<file path="src/rtl/fine_timer_pkg.sv">
// Shared constants for the fine-adjust reload timer: register word
// indices and bit positions that the register file and the bench rely on.
package fine_timer_pkg;
    // Register word indices
    localparam int RIX_DIV    = 0;
    localparam int RIX_RELOAD = 1;
    localparam int RIX_COUNT  = 2;
    localparam int RIX_CTRL   = 3;
    localparam int RIX_INTR   = 4;

    // Control register bit positions
    localparam int CTRL_RUN_B    = 0;
    localparam int CTRL_CLR_B    = 1;
    localparam int CTRL_ONE_B    = 2;
    localparam int CTRL_TRIM_LSB = 4;

    // Interrupt register bit positions
    localparam int INT_FLAG_B = 0;
    localparam int INT_EN_B   = 1;
endpackage

</file>
<file path="src/rtl/fine_timer_prescaler.sv">
// Power-of-two prescaler. It emits a one-cycle count-clock pulse every
// 2^code cycles while running. Codes above DIV_MAX are clamped to DIV_MAX.
// Assumes that clear has priority over counting and that the count is
// held while stopped.
module fine_timer_prescaler #(
    parameter int DIV_SEL_W = 4,
    parameter int DIV_MAX   = 14
) (
    input  logic                 clk,
    input  logic                 rst_n,
    input  logic                 run,
    input  logic                 clear,
    input  logic [DIV_SEL_W-1:0] div_sel,
    output logic                 tick
);
    localparam logic [DIV_SEL_W-1:0] DIV_TOP = DIV_SEL_W'(DIV_MAX);

    logic [DIV_MAX-1:0]   pcnt_q;
    logic [DIV_MAX-1:0]   mask;
    logic [DIV_SEL_W-1:0] eff_sel;

    // Clamp reserved codes to the largest ratio
    assign eff_sel = (div_sel > DIV_TOP) ? DIV_TOP : div_sel;

    // Low eff_sel bits of the mask are set
    for (genvar i = 0; i < DIV_MAX; i++) begin : g_mask
        assign mask[i] = (i < int'(eff_sel));
    end

    // Pulse when the masked low bits of the counter are all ones
    assign tick = run && ((pcnt_q & mask) == mask);

    // Free-running divider counter, held while stopped
    always_ff @(posedge clk) begin
        if (!rst_n || clear) begin
            pcnt_q <= '0;
        end else if (run) begin
            pcnt_q <= pcnt_q + 1'b1;
        end
    end
endmodule

</file>
<file path="src/rtl/fine_timer_core.sv">
// Down counter with reload and fractional period trim. Each count clock
// lowers the counter. A count clock at zero reloads it and advances a
// phase counter. For phases chosen by an even-spread rule, the first count
// clock of the next period is swallowed, which lengthens that period by
// one. Assumes clear has priority over ticks. One-shot underflows arm no
// stretch because no period follows them.
module fine_timer_core #(
    parameter int CNT_W  = 8,
    parameter int TRIM_W = 4
) (
    input  logic              clk,
    input  logic              rst_n,
    input  logic              tick,
    input  logic              clear,
    input  logic              oneshot,
    input  logic [CNT_W-1:0]  reload,
    input  logic [TRIM_W-1:0] trim,
    output logic [CNT_W-1:0]  count,
    output logic [TRIM_W-1:0] phase,
    output logic              stretch,
    output logic              underflow
);
    localparam int PROD_W = 2 * TRIM_W + 1;

    logic [CNT_W-1:0]  count_q;
    logic [TRIM_W-1:0] phase_q;
    logic              stretch_q;
    logic              pick;

    // Even-spread rule: period k is lengthened when floor((k+1)F/2^W) steps
    function automatic logic stretch_pick(input logic [TRIM_W-1:0] k,
                                          input logic [TRIM_W-1:0] f);
        logic [PROD_W-1:0] lo;
        logic [PROD_W-1:0] hi;
        lo = PROD_W'(k) * PROD_W'(f);
        hi = lo + PROD_W'(f);
        return (hi >> TRIM_W) != (lo >> TRIM_W);
    endfunction

    assign pick      = stretch_pick(phase_q, trim);
    assign underflow = tick && !clear && !stretch_q && (count_q == '0);

    // Counter, phase and pending-stretch state
    always_ff @(posedge clk) begin
        if (!rst_n) begin
            count_q   <= '1;
            phase_q   <= '0;
            stretch_q <= 1'b0;
        end else if (clear) begin
            count_q   <= reload;
            phase_q   <= '0;
            stretch_q <= 1'b0;
        end else if (tick) begin
            if (stretch_q) begin
                stretch_q <= 1'b0;
            end else if (count_q == '0) begin
                count_q   <= reload;
                phase_q   <= phase_q + 1'b1;
                stretch_q <= !oneshot && pick;
            end else begin
                count_q <= count_q - 1'b1;
            end
        end
    end

    assign count   = count_q;
    assign phase   = phase_q;
    assign stretch = stretch_q;
endmodule

</file>
<file path="src/rtl/fine_timer_regs.sv">
// Register file for the timer: division code, reload value, control and
// interrupt registers, plus the combinational read mux. Assumes one
// register access per cycle. A control write overrides a one-shot stop in
// the same cycle, and a flag set overrides a flag clear.
module fine_timer_regs
    import fine_timer_pkg::*;
#(
    parameter int ADDR_W    = 3,
    parameter int REG_W     = 16,
    parameter int CNT_W     = 8,
    parameter int DIV_SEL_W = 4,
    parameter int TRIM_W    = 4
) (
    input  logic                 clk,
    input  logic                 rst_n,
    input  logic [ADDR_W-1:0]    addr,
    input  logic                 we,
    input  logic [REG_W-1:0]     wdata,
    output logic [REG_W-1:0]     rdata,
    input  logic [CNT_W-1:0]     count,
    input  logic                 underflow,
    output logic [DIV_SEL_W-1:0] div_sel,
    output logic [CNT_W-1:0]     reload,
    output logic                 run,
    output logic                 oneshot,
    output logic [TRIM_W-1:0]    trim,
    output logic                 int_en,
    output logic                 int_flag,
    output logic                 clr_strobe,
    output logic                 ctrl_we,
    output logic                 irq
);
    logic we_div, we_reload, we_intr;
    logic unused_wdata_hi;

    assign we_div    = we && (addr == ADDR_W'(RIX_DIV));
    assign we_reload = we && (addr == ADDR_W'(RIX_RELOAD));
    assign ctrl_we   = we && (addr == ADDR_W'(RIX_CTRL));
    assign we_intr   = we && (addr == ADDR_W'(RIX_INTR));

    assign clr_strobe      = ctrl_we && wdata[CTRL_CLR_B];
    assign unused_wdata_hi = |wdata[REG_W-1:CNT_W];

    // Division code and reload value storage
    always_ff @(posedge clk) begin
        if (!rst_n) begin
            div_sel <= '0;
            reload  <= '0;
        end else begin
            if (we_div)    div_sel <= wdata[DIV_SEL_W-1:0];
            if (we_reload) reload  <= wdata[CNT_W-1:0];
        end
    end

    // Control fields; one-shot underflow drops run unless control is written
    always_ff @(posedge clk) begin
        if (!rst_n) begin
            run     <= 1'b0;
            oneshot <= 1'b0;
            trim    <= '0;
        end else if (ctrl_we) begin
            run     <= wdata[CTRL_RUN_B];
            oneshot <= wdata[CTRL_ONE_B];
            trim    <= wdata[CTRL_TRIM_LSB +: TRIM_W];
        end else if (underflow && oneshot) begin
            run <= 1'b0;
        end
    end

    // Interrupt enable and sticky flag with write-one-to-clear
    always_ff @(posedge clk) begin
        if (!rst_n) begin
            int_en   <= 1'b0;
            int_flag <= 1'b0;
        end else begin
            if (we_intr) int_en <= wdata[INT_EN_B];
            if (underflow) begin
                int_flag <= 1'b1;
            end else if (we_intr && wdata[INT_FLAG_B]) begin
                int_flag <= 1'b0;
            end
        end
    end

    // Gated interrupt line
    assign irq = int_flag && int_en;

    // Read mux; unnamed bits and indices return zero
    always_comb begin
        rdata = '0;
        case (int'(addr))
            RIX_DIV:    rdata[DIV_SEL_W-1:0] = div_sel;
            RIX_RELOAD: rdata[CNT_W-1:0]     = reload;
            RIX_COUNT:  rdata[CNT_W-1:0]     = count;
            RIX_CTRL: begin
                rdata[CTRL_RUN_B]                = run;
                rdata[CTRL_ONE_B]                = oneshot;
                rdata[CTRL_TRIM_LSB +: TRIM_W]   = trim;
            end
            RIX_INTR: begin
                rdata[INT_FLAG_B] = int_flag;
                rdata[INT_EN_B]   = int_en;
            end
            default: rdata = '0;
        endcase
    end
endmodule

</file>
<file path="src/rtl/fine_reload_timer.sv">
// Top of the fine-adjust 8-bit reload timer. It ties the register file,
// the prescaler and the trimmed down counter together. Assumes a single
// clock domain and a synchronous active-low reset.
module fine_reload_timer #(
    parameter int ADDR_W    = 3,
    parameter int REG_W     = 16,
    parameter int CNT_W     = 8,
    parameter int DIV_SEL_W = 4,
    parameter int DIV_MAX   = 14,
    parameter int TRIM_W    = 4
) (
    input  logic              clk,
    input  logic              rst_n,
    input  logic [ADDR_W-1:0] bus_addr,
    input  logic              bus_we,
    input  logic [REG_W-1:0]  bus_wdata,
    output logic [REG_W-1:0]  bus_rdata,
    output logic              irq
);
    logic [DIV_SEL_W-1:0] div_q;
    logic [CNT_W-1:0]     reload_q;
    logic [CNT_W-1:0]     count_q;
    logic [TRIM_W-1:0]    trim_q;
    logic [TRIM_W-1:0]    phase_q;
    logic run_q, oneshot_q, int_en_q, int_flag_q;
    logic clr_strobe, ctrl_we, tick, stretch_q, uf_pulse;

    fine_timer_regs #(
        .ADDR_W(ADDR_W), .REG_W(REG_W), .CNT_W(CNT_W),
        .DIV_SEL_W(DIV_SEL_W), .TRIM_W(TRIM_W)
    ) u_regs (
        .clk(clk), .rst_n(rst_n), .addr(bus_addr), .we(bus_we),
        .wdata(bus_wdata), .rdata(bus_rdata), .count(count_q),
        .underflow(uf_pulse), .div_sel(div_q), .reload(reload_q),
        .run(run_q), .oneshot(oneshot_q), .trim(trim_q),
        .int_en(int_en_q), .int_flag(int_flag_q),
        .clr_strobe(clr_strobe), .ctrl_we(ctrl_we), .irq(irq)
    );

    fine_timer_prescaler #(
        .DIV_SEL_W(DIV_SEL_W), .DIV_MAX(DIV_MAX)
    ) u_presc (
        .clk(clk), .rst_n(rst_n), .run(run_q), .clear(clr_strobe),
        .div_sel(div_q), .tick(tick)
    );

    fine_timer_core #(
        .CNT_W(CNT_W), .TRIM_W(TRIM_W)
    ) u_core (
        .clk(clk), .rst_n(rst_n), .tick(tick), .clear(clr_strobe),
        .oneshot(oneshot_q), .reload(reload_q), .trim(trim_q),
        .count(count_q), .phase(phase_q), .stretch(stretch_q),
        .underflow(uf_pulse)
    );
endmodule

</file>
<file path="config.mk">
export PLATFORM = sky130hd
export DESIGN_NAME = fine_reload_timer
export DESIGN_NICKNAME = d
export VERILOG_FILES = /design/src/rtl/fine_timer_pkg.sv /design/src/rtl/fine_timer_prescaler.sv /design/src/rtl/fine_timer_core.sv /design/src/rtl/fine_timer_regs.sv /design/src/rtl/fine_reload_timer.sv
export SDC_FILE = /design/constraint.sdc
export NUM_CORES = 1
export LEC_CHECK = 0
export CORE_AREA = 3 3 109 69
export CTS_BUF_LIST = sky130_fd_sc_hd__clkbuf_2 sky130_fd_sc_hd__clkbuf_4 sky130_fd_sc_hd__clkbuf_8
export DETAILED_ROUTE_END_ITERATION = 8
export DIE_AREA = 0 0 112 72
export DONT_BUFFER_PORTS = 1
export GPL_ROUTABILITY_DRIVEN = 0
export SLEW_MARGIN = 5
export SYNTH_ARGS = -nofsm -noshare
export SYNTH_HDL_FRONTEND = slang
export SYNTH_HIERARCHICAL = 1
export SYNTH_SLANG_ARGS = --single-unit
</file>
<file path="constraint.sdc">
create_clock -name clk -period 2.9 [get_ports clk]
set_input_delay 0.725 -clock clk [delete_from_list [all_inputs] [get_ports clk]]
set_output_delay 0.725 -clock clk [all_outputs]
set_load 0.1 [all_outputs]
</file>
==> results.tsv, run 1 <==
stage	metric	value	unit
status	outcome	finished, final reports clean	
cells_and_area	final_cell_mix	dfxtp_1 (47), nor2_1 (27), mux2i_1 (24)	
cts	ctsHtreeMaxLevel	2	
drt	first_pass_iters	4	
die	start_util	0.4469	
die	die_y	72	um
sta	min_period	2.738	ns
synthesis	syn_area	2945	um^2
synthesis	ys_warn_count	6	
worst_hold_path	whs_path_depth	1	
sta	grt_setup_unrepaired	no	
worst_setup_path	r2r_cells	8	
power_and_ir_drop	p_per_area	386.5	nW/um^2
cts	cts_buffer_depth	2	
power_and_ir_drop	ir_drop	0.2952	mV
power_and_ir_drop	power_frac_comb	0.136	
job	cap_violations	0	
worst_setup_path	r2r-start	u_regs/trim[3]	
sta	finalHoldViolCount	0	
cts	numCtsBuffers	5	
synthesis	yosys.area.top_type	dfxtp_1	
cells_and_area	multi_input_area	1883	um^2
global_routing	grt_max_degree	32	
worst_setup_path	arrival	2.91	ns
worst_hold_path	holdCritPathClass	in -> reg	
drt	vias	2362	
power_and_ir_drop	clock_power_share	0.328	
die	die_x	112	um
cells_and_area	seq_area	940.9	um^2
sta	clock_skew	0.01280	ns
synthesis	synth_edf_count	0	
cells_and_area	final_common_cell	dfxtp_1	
synthesis	synth.distinct_cells	68	
cts	insertion_delay	0.29	ns
synthesis	synthTopCellsByArea	dfxtp_1 (32%), mux2i_1 (8.2%), ha_1 (4.7%)	
drt	vias_per_cell	5.532	
worst_setup_path	path_class	reg -> reg	
cells_and_area	n_fill_cell	641	
sta	slew-limit-headroom	0.4798	
cts	cts_tree	built	
drt	drc	0	
worst_hold_path	hold_end	u_core/count[1]	
die	io_pins	39	
die	core-area	6590	um^2
global_routing	grt_pass1_wl	11770	um
worst_setup_path	critPathMaxFanout	2	
worst_setup_path	regToRegSetupSlack	0.16	ns
drt	drt-total-wl	7123	um
power_and_ir_drop	switchingPower	0.3615	mW
drt	initialDrtViolationCount	250	
sta	finalSetupViolCount	0	
cts	clkTransAtPathRegs	0.09	ns
synthesis	ys_seq_area_frac	0.3195	
place	dp.final_hpwl	5357	um
synthesis	synth_flop_cell	dfxtp_1	
synthesis	synth-async-reset-ratio	0	
power_and_ir_drop	power_frac_seq	0.536	
cts	hold_buffers	0	
cells_and_area	layout-drive-gt1-share	0.1588	
cells_and_area	layout.nets	375	
synthesis	syn-mean-instance-area	8.925	um^2
worst_hold_path	hold_start	rst_n	
global_routing	antenna_found_initial	0	
cts	cts_setup_buffers	0	
power_and_ir_drop	internal_power	0.8789	mW
die	die-area	8064	um^2
power_and_ir_drop	p_sw_frac	0.2914	
drt	wire_per_inst	16.68	um
power_and_ir_drop	leakage	1.220	nW
cells_and_area	areaGrowthSynthToFinish	8.964	%
synthesis	synth.top_cell.area_share	0.3195	
synthesis	synth-seq-cells	47	
worst_setup_path	r2r_end	u_core/stretch	
worst_setup_path	end_kind	flop	
cts	numClockSinks	47	
power_and_ir_drop	power	1.240	mW
global_routing	track_usage	0.1824	
place	io_buffers	0	
place	pre_cts_slack	0.1376	ns
global_routing	first_global_vias	2127	
cts	clockRootBuffer	clkbuf_8	
sta	max_clock_freq	365.3	MHz
global_routing	overflow	0	
sta	fin_crit_sh	0.9441	
die	rows	23	
sta	worst_slack	0.1622	ns
sta	tightest_slew	0.7774	ns
cts	post_cts_resize_count	0	
synthesis	synth_cells	330	
cells_and_area	antenna_cells	0	
worst_setup_path	worst-endpoint-required	3.08	ns
worst_setup_path	worstSetupStartpointType	flop	
drt	ant_nets	0	
sta	drv_slew	0	
[per-layer routing]
layer	wire length, um	GRT usage	vias to the layer above
met4	22	0.02400	0
met2	2587	0.2244	76
met1	3975	0.3054	1110
met3	537	0.05417	2
li1	-	-	1174
met5	0	0	-
[synthesized netlist by cell type (2+ instances only)]
cell / instances
buf_4: 10
nor2_1: 32
o21ai_1: 2
a21oi_1: 10
o21ai_0: 10
nand3b_1: 5
nor4bb_1: 2
or3_1: 3
inv_1: 14
dfxtp_1: 47
and4bb_2: 2
a21o_1: 3
fa_1: 3
nand2_1: 20
clkbuf_1: 8
nand4_1: 6
mux2_2: 4
xnor2_1: 6
ha_1: 11
nand2b_1: 3
buf_6: 3
o2111ai_1: 2
and2_1: 10
nor3_1: 5
a22oi_1: 6
nand3_1: 5
o211ai_1: 6
mux2i_1: 24
a221oi_1: 2
xor2_1: 8
nor2b_1: 21
[layout make-up]
class                           instances  area share
Multi-Input combinational cell        253      0.5867
Inverter                               14     0.01637
Clock inverter                          2    0.003899
Tap cell                               87     0.03392
Clock buffer                            6     0.02378
Sequential cell                        47      0.2932
Timing Repair Buffer                   18     0.04211
[cell families (layout without fill, tap and decap cells)]
logic type | Yosys count | after routing | share of synthesized area
compound gates | 60 | 60 | 0.1444
xor+xnor | 14 | 14 | 0.04163
fa+ha+maj | 14 | 14 | 0.06712
buf+inv | 37 | 40 | 0.06797
flops | 47 | 47 | 0.3195
mux | 29 | 29 | 0.1045
other cells | 1 | 8 | 0.001273
simple gates | 128 | 128 | 0.2536
[critical path: stages, from the launching register on]
cell and delay [ns]:
dfxtp_1 0.34, nand2_1 0.08, fa_1 0.54, inv_1 0.06, fa_1 0.51, fa_1 0.51
ha_1 0.30, a221oi_2 0.21, nor3b_1 0.07
[power groups by stage]
stage,clock network (mW),logic [mW],registers (mW)
after CTS,0.417,0.169,0.665
after global placement,0,0.167,0.680
after detailed placement,0,0.169,0.680
final,0.406,0.169,0.665
after global routing,0.446,0.178,0.667
after floorplan,0,0.172,0.676
[through the flow]
stage          TNS (ns)  hold WS [ns]  instance area [um^2]  instances  utilization
2_1_floorplan   -0.6391        0.4536                  2999        337            -
6_report              0        0.5045                  3209        427       0.4870
4_1_cts               0        0.4982                  3203        427       0.4860
3_3_place_gp          0        0.4636                  3114        419       0.4726
5_1_grt               0        0.4868                  3209        427       0.4870
3_5_place_dp          0        0.5052                  3114        419       0.4726
[sequential cells by signal, indices dropped and copies added (netlist names)]
register         cells
u_regs/div_sel       4
u_regs/run           1
u_regs/reload        8
u_regs/int_flag      1
u_presc/pcnt_q      14
u_core/phase         4
u_core/count         8
u_core/stretch       1
u_regs/trim          4
u_regs/int_en        1
u_regs/oneshot       1
[worst max path at each step]
stage,from,end,slack [ns],cells after the start
detailed placement,u_regs/trim[3],u_core/stretch,0.14,8
CTS,u_regs/trim[3],u_core/stretch,0.1,8
floorplan,bus_addr[0],bus_rdata[1],-0.33,4
finish,u_regs/trim[3],u_core/stretch,0.16,8
global placement,u_regs/trim[3],u_core/stretch,0.16,8
global route,u_regs/trim[3],u_core/stretch,0.04,8
(Power assumes the default switching activity.)
==> inputs of run 2 (changes only) <==
==> constraint.sdc (replaced) <==
create_clock -name clk -period 2.9 [get_ports clk]
set_input_delay 0.58 -clock clk [delete_from_list [all_inputs] [get_ports clk]]
set_output_delay 0.58 -clock clk [all_outputs]
set_load 0.1 [all_outputs]
==> run 2 against run 1 <==
Compared with the run above:
- cell area decreased by 0.23%
- non-clock buffer count unchanged
- sequential share of layout area increased by 0.069 points
- die area unchanged
- critical path depth unchanged
- clock-buffer cell count unchanged
- global-route usage increased by 0.065 points
- wire length decreased by 0.20%
- flip-flop and latch count unchanged
- largest cell class unchanged
- highest routed layer unchanged
==> results.tsv, run 2 (same netlist as run 1, synthesis figures left out) <==
stage	metric	value	unit	change
cells_and_area	areaGrowthSynthToFinish	8.709	%	
cells_and_area	largest_reg_flops	14		unchanged
cells_and_area	largest_register	u_presc/pcnt_q		
cts	clockRootBuffer	clkbuf_8		
drt	vias	2337		-1.1%
sta	fin_crit_sh	0.9453		+0.001204
worst_setup_path	path_buf_inv	1		unchanged
cts	clkTransAtPathRegs	0.09	ns	about the same
place	dp.final_hpwl	5395	um	+0.70%
power_and_ir_drop	ir_drop	0.2856	mV	-3.3%
drt	top_layer	met4		
place	place_area	3114	um^2	unchanged
drt	initialDrtViolationCount	195		-22%
cells_and_area	fin_area	3202	um^2	-0.23%
worst_setup_path	cp_slowest_cell	fa_1		
die	die_y	72	um	unchanged
cells_and_area	antenna_cells	0		unchanged
worst_setup_path	critPathMostFrequentCell	fa_1		
global_routing	grt_pass1_wl	11550	um	-1.9%
cells_and_area	layout.nets	375		unchanged
cts	insertion_delay	0.31	ns	+0.02 ns
drt	met1_length	4037	um	+1.6%
cts	hold_buffers	0		unchanged
drt	first_pass_iters	4		unchanged
global_routing	overflow	0		unchanged
cells_and_area	final_cells	426		-0.23%
drt	routed-wl-met2	2476	um	-4.3%
worst_setup_path	startpoint	u_regs/trim[3]		
sta	finalSetupViolCount	0		unchanged
worst_setup_path	r2r-start	u_regs/trim[3]		
cts	ctsHtreeMaxLevel	2		unchanged
drt	ant_nets	0		unchanged
cells_and_area	layout-drive-gt1-share	0.1534		-0.005431
sta	slew-limit-headroom	0.5263		+0.04652
die	rows	23		unchanged
drt	vias_per_cell	5.486		-0.83%
die	die_x	112	um	unchanged
worst_setup_path	path_class	reg -> reg		
power_and_ir_drop	p_per_area	388.2	nW/um^2	+0.43%
sta	drv_slew	0		unchanged
drt	drt-total-wl	7109	um	-0.20%
worst_setup_path	cp_top_family	adder cells		
die	core-area	6590	um^2	unchanged
job	cap_violations	0		unchanged
cts	numCtsBuffers	5		unchanged
worst_setup_path	critPathMaxFanout	2		unchanged
cts	cts_tree	built		
sta	finalHoldViolCount	0		unchanged
drt	drc	0		unchanged
cts	cts_setup_buffers	0		unchanged
cells_and_area	final_common_cell	dfxtp_1		
sta	fin_tns_setup	0	ns	unchanged
global_routing	antenna_found_initial	0		unchanged
worst_hold_path	holdCritPathClass	in -> reg		
die	start_util	0.4469		unchanged
sta	worst_slack	0.1587	ns	-0.003491 ns
place	io_buffers	0		unchanged
worst_setup_path	end_kind	flop		
drt	met3_length	518	um	-3.5%
die	die-area	8064	um^2	unchanged
cts	numClockSinks	47		unchanged
global_routing	track_usage	0.1831		+0.0006525
status	outcome	finished, final reports clean		
cells_and_area	final_cell_mix	dfxtp_1 (47), nor2_1 (27), mux2i_1 (24)		
worst_setup_path	max_stage_delay	0.57	ns	+0.03 ns
worst_hold_path	hold_start	rst_n		
cts	post_cts_resize_count	0		unchanged
sta	tightest_slew	0.7079	ns	-0.06953 ns
place	dpl.cell_count	419		unchanged
sta	grt_setup_unrepaired	no		
worst_setup_path	arrival	2.93	ns	+0.02 ns
sta	hold_ws	0.3433	ns	-0.1612 ns
die	io_pins	39		unchanged
cts	cts_buffer_depth	2		unchanged
sta	clock_skew	0.01037	ns	-0.002426 ns
global_routing	grt_max_degree	32		unchanged
drt	wire_per_inst	16.69	um	about the same
worst_setup_path	crit_chain	nand2_1, fa_1, inv_1, fa_1, fa_1, ha_1, a221oi_1, nor3b_1		
sta	min_period	2.741	ns	+0.003491 ns
power_and_ir_drop	leakage	1.221	nW	about the same
worst_setup_path	worstSetupStartpointType	flop		
worst_setup_path	worst-endpoint-required	3.09	ns	about the same
place	pre_cts_slack	0.1624	ns	+0.02485 ns
sta	max_clock_freq	364.8	MHz	-0.13%
global_routing	first_global_vias	2138		+0.52%
[run 2: cell count changes in the layout (fill, tap and decap cells not counted)]
cell and delta:
clkbuf_4 -1, clkbuf_8 +1, a221oi_1 +1, a221oi_2 -1, clkinvlp_4 -1
[run 2: per-layer routing]
metal | vias up | global-route usage
li1 | 1168 | -
met1 | 1097 | 0.2959
met2 | 65 | 0.2278
met3 | 7 | 0.05000
met4 | 0 | 0.05333
met5 | - | 0
[run 2: per-stage QoR]
| stage | power, mW | util |
|---|---|---|
| detailed placement | 0.8479 | 0.4726 |
| floorplan | 0.8475 | - |
| CTS | 1.260 | 0.4859 |
| global placement | 0.8469 | 0.4726 |
| global route | 1.300 | 0.4859 |
| finish | 1.243 | 0.4859 |
[run 2: cell type report]
type / count / area (um^2)
Clock buffer: 6 / 82.58
Inverter: 14 / 52.55
Multi-Input combinational cell: 253 / 1877
Timing Repair Buffer: 18 / 135.1
Tap cell: 87 / 108.9
Clock inverter: 1 / 5.005
Fill cell: 636 / 3388
Sequential cell: 47 / 940.9
[run 2: worst reg2reg max path: cells and delay by family (launching register included)]
kind | cells | cell delay, ns
fa+ha+maj | 4 | 1.84
simple gates | 2 | 0.16
flops | 1 | 0.34
buf+inv | 1 | 0.06
compound gates | 1 | 0.24
[run 2: final timing paths]
kind,slack [ns],cells past startpoint,to
worst max register to register,0.16,8,u_core/stretch
worst min register to register,0.52,2,u_core/phase[3]
worst min-delay path,0.34,1,u_core/count[1]
worst max-delay path,0.16,8,u_core/stretch
[run 2: power breakdown]
part | internal [mW] | switching, mW
clock | 0.187 | 0.222
sequential | 0.653 | 0.0119
combinational | 0.0472 | 0.122
total | 0.888 | 0.355
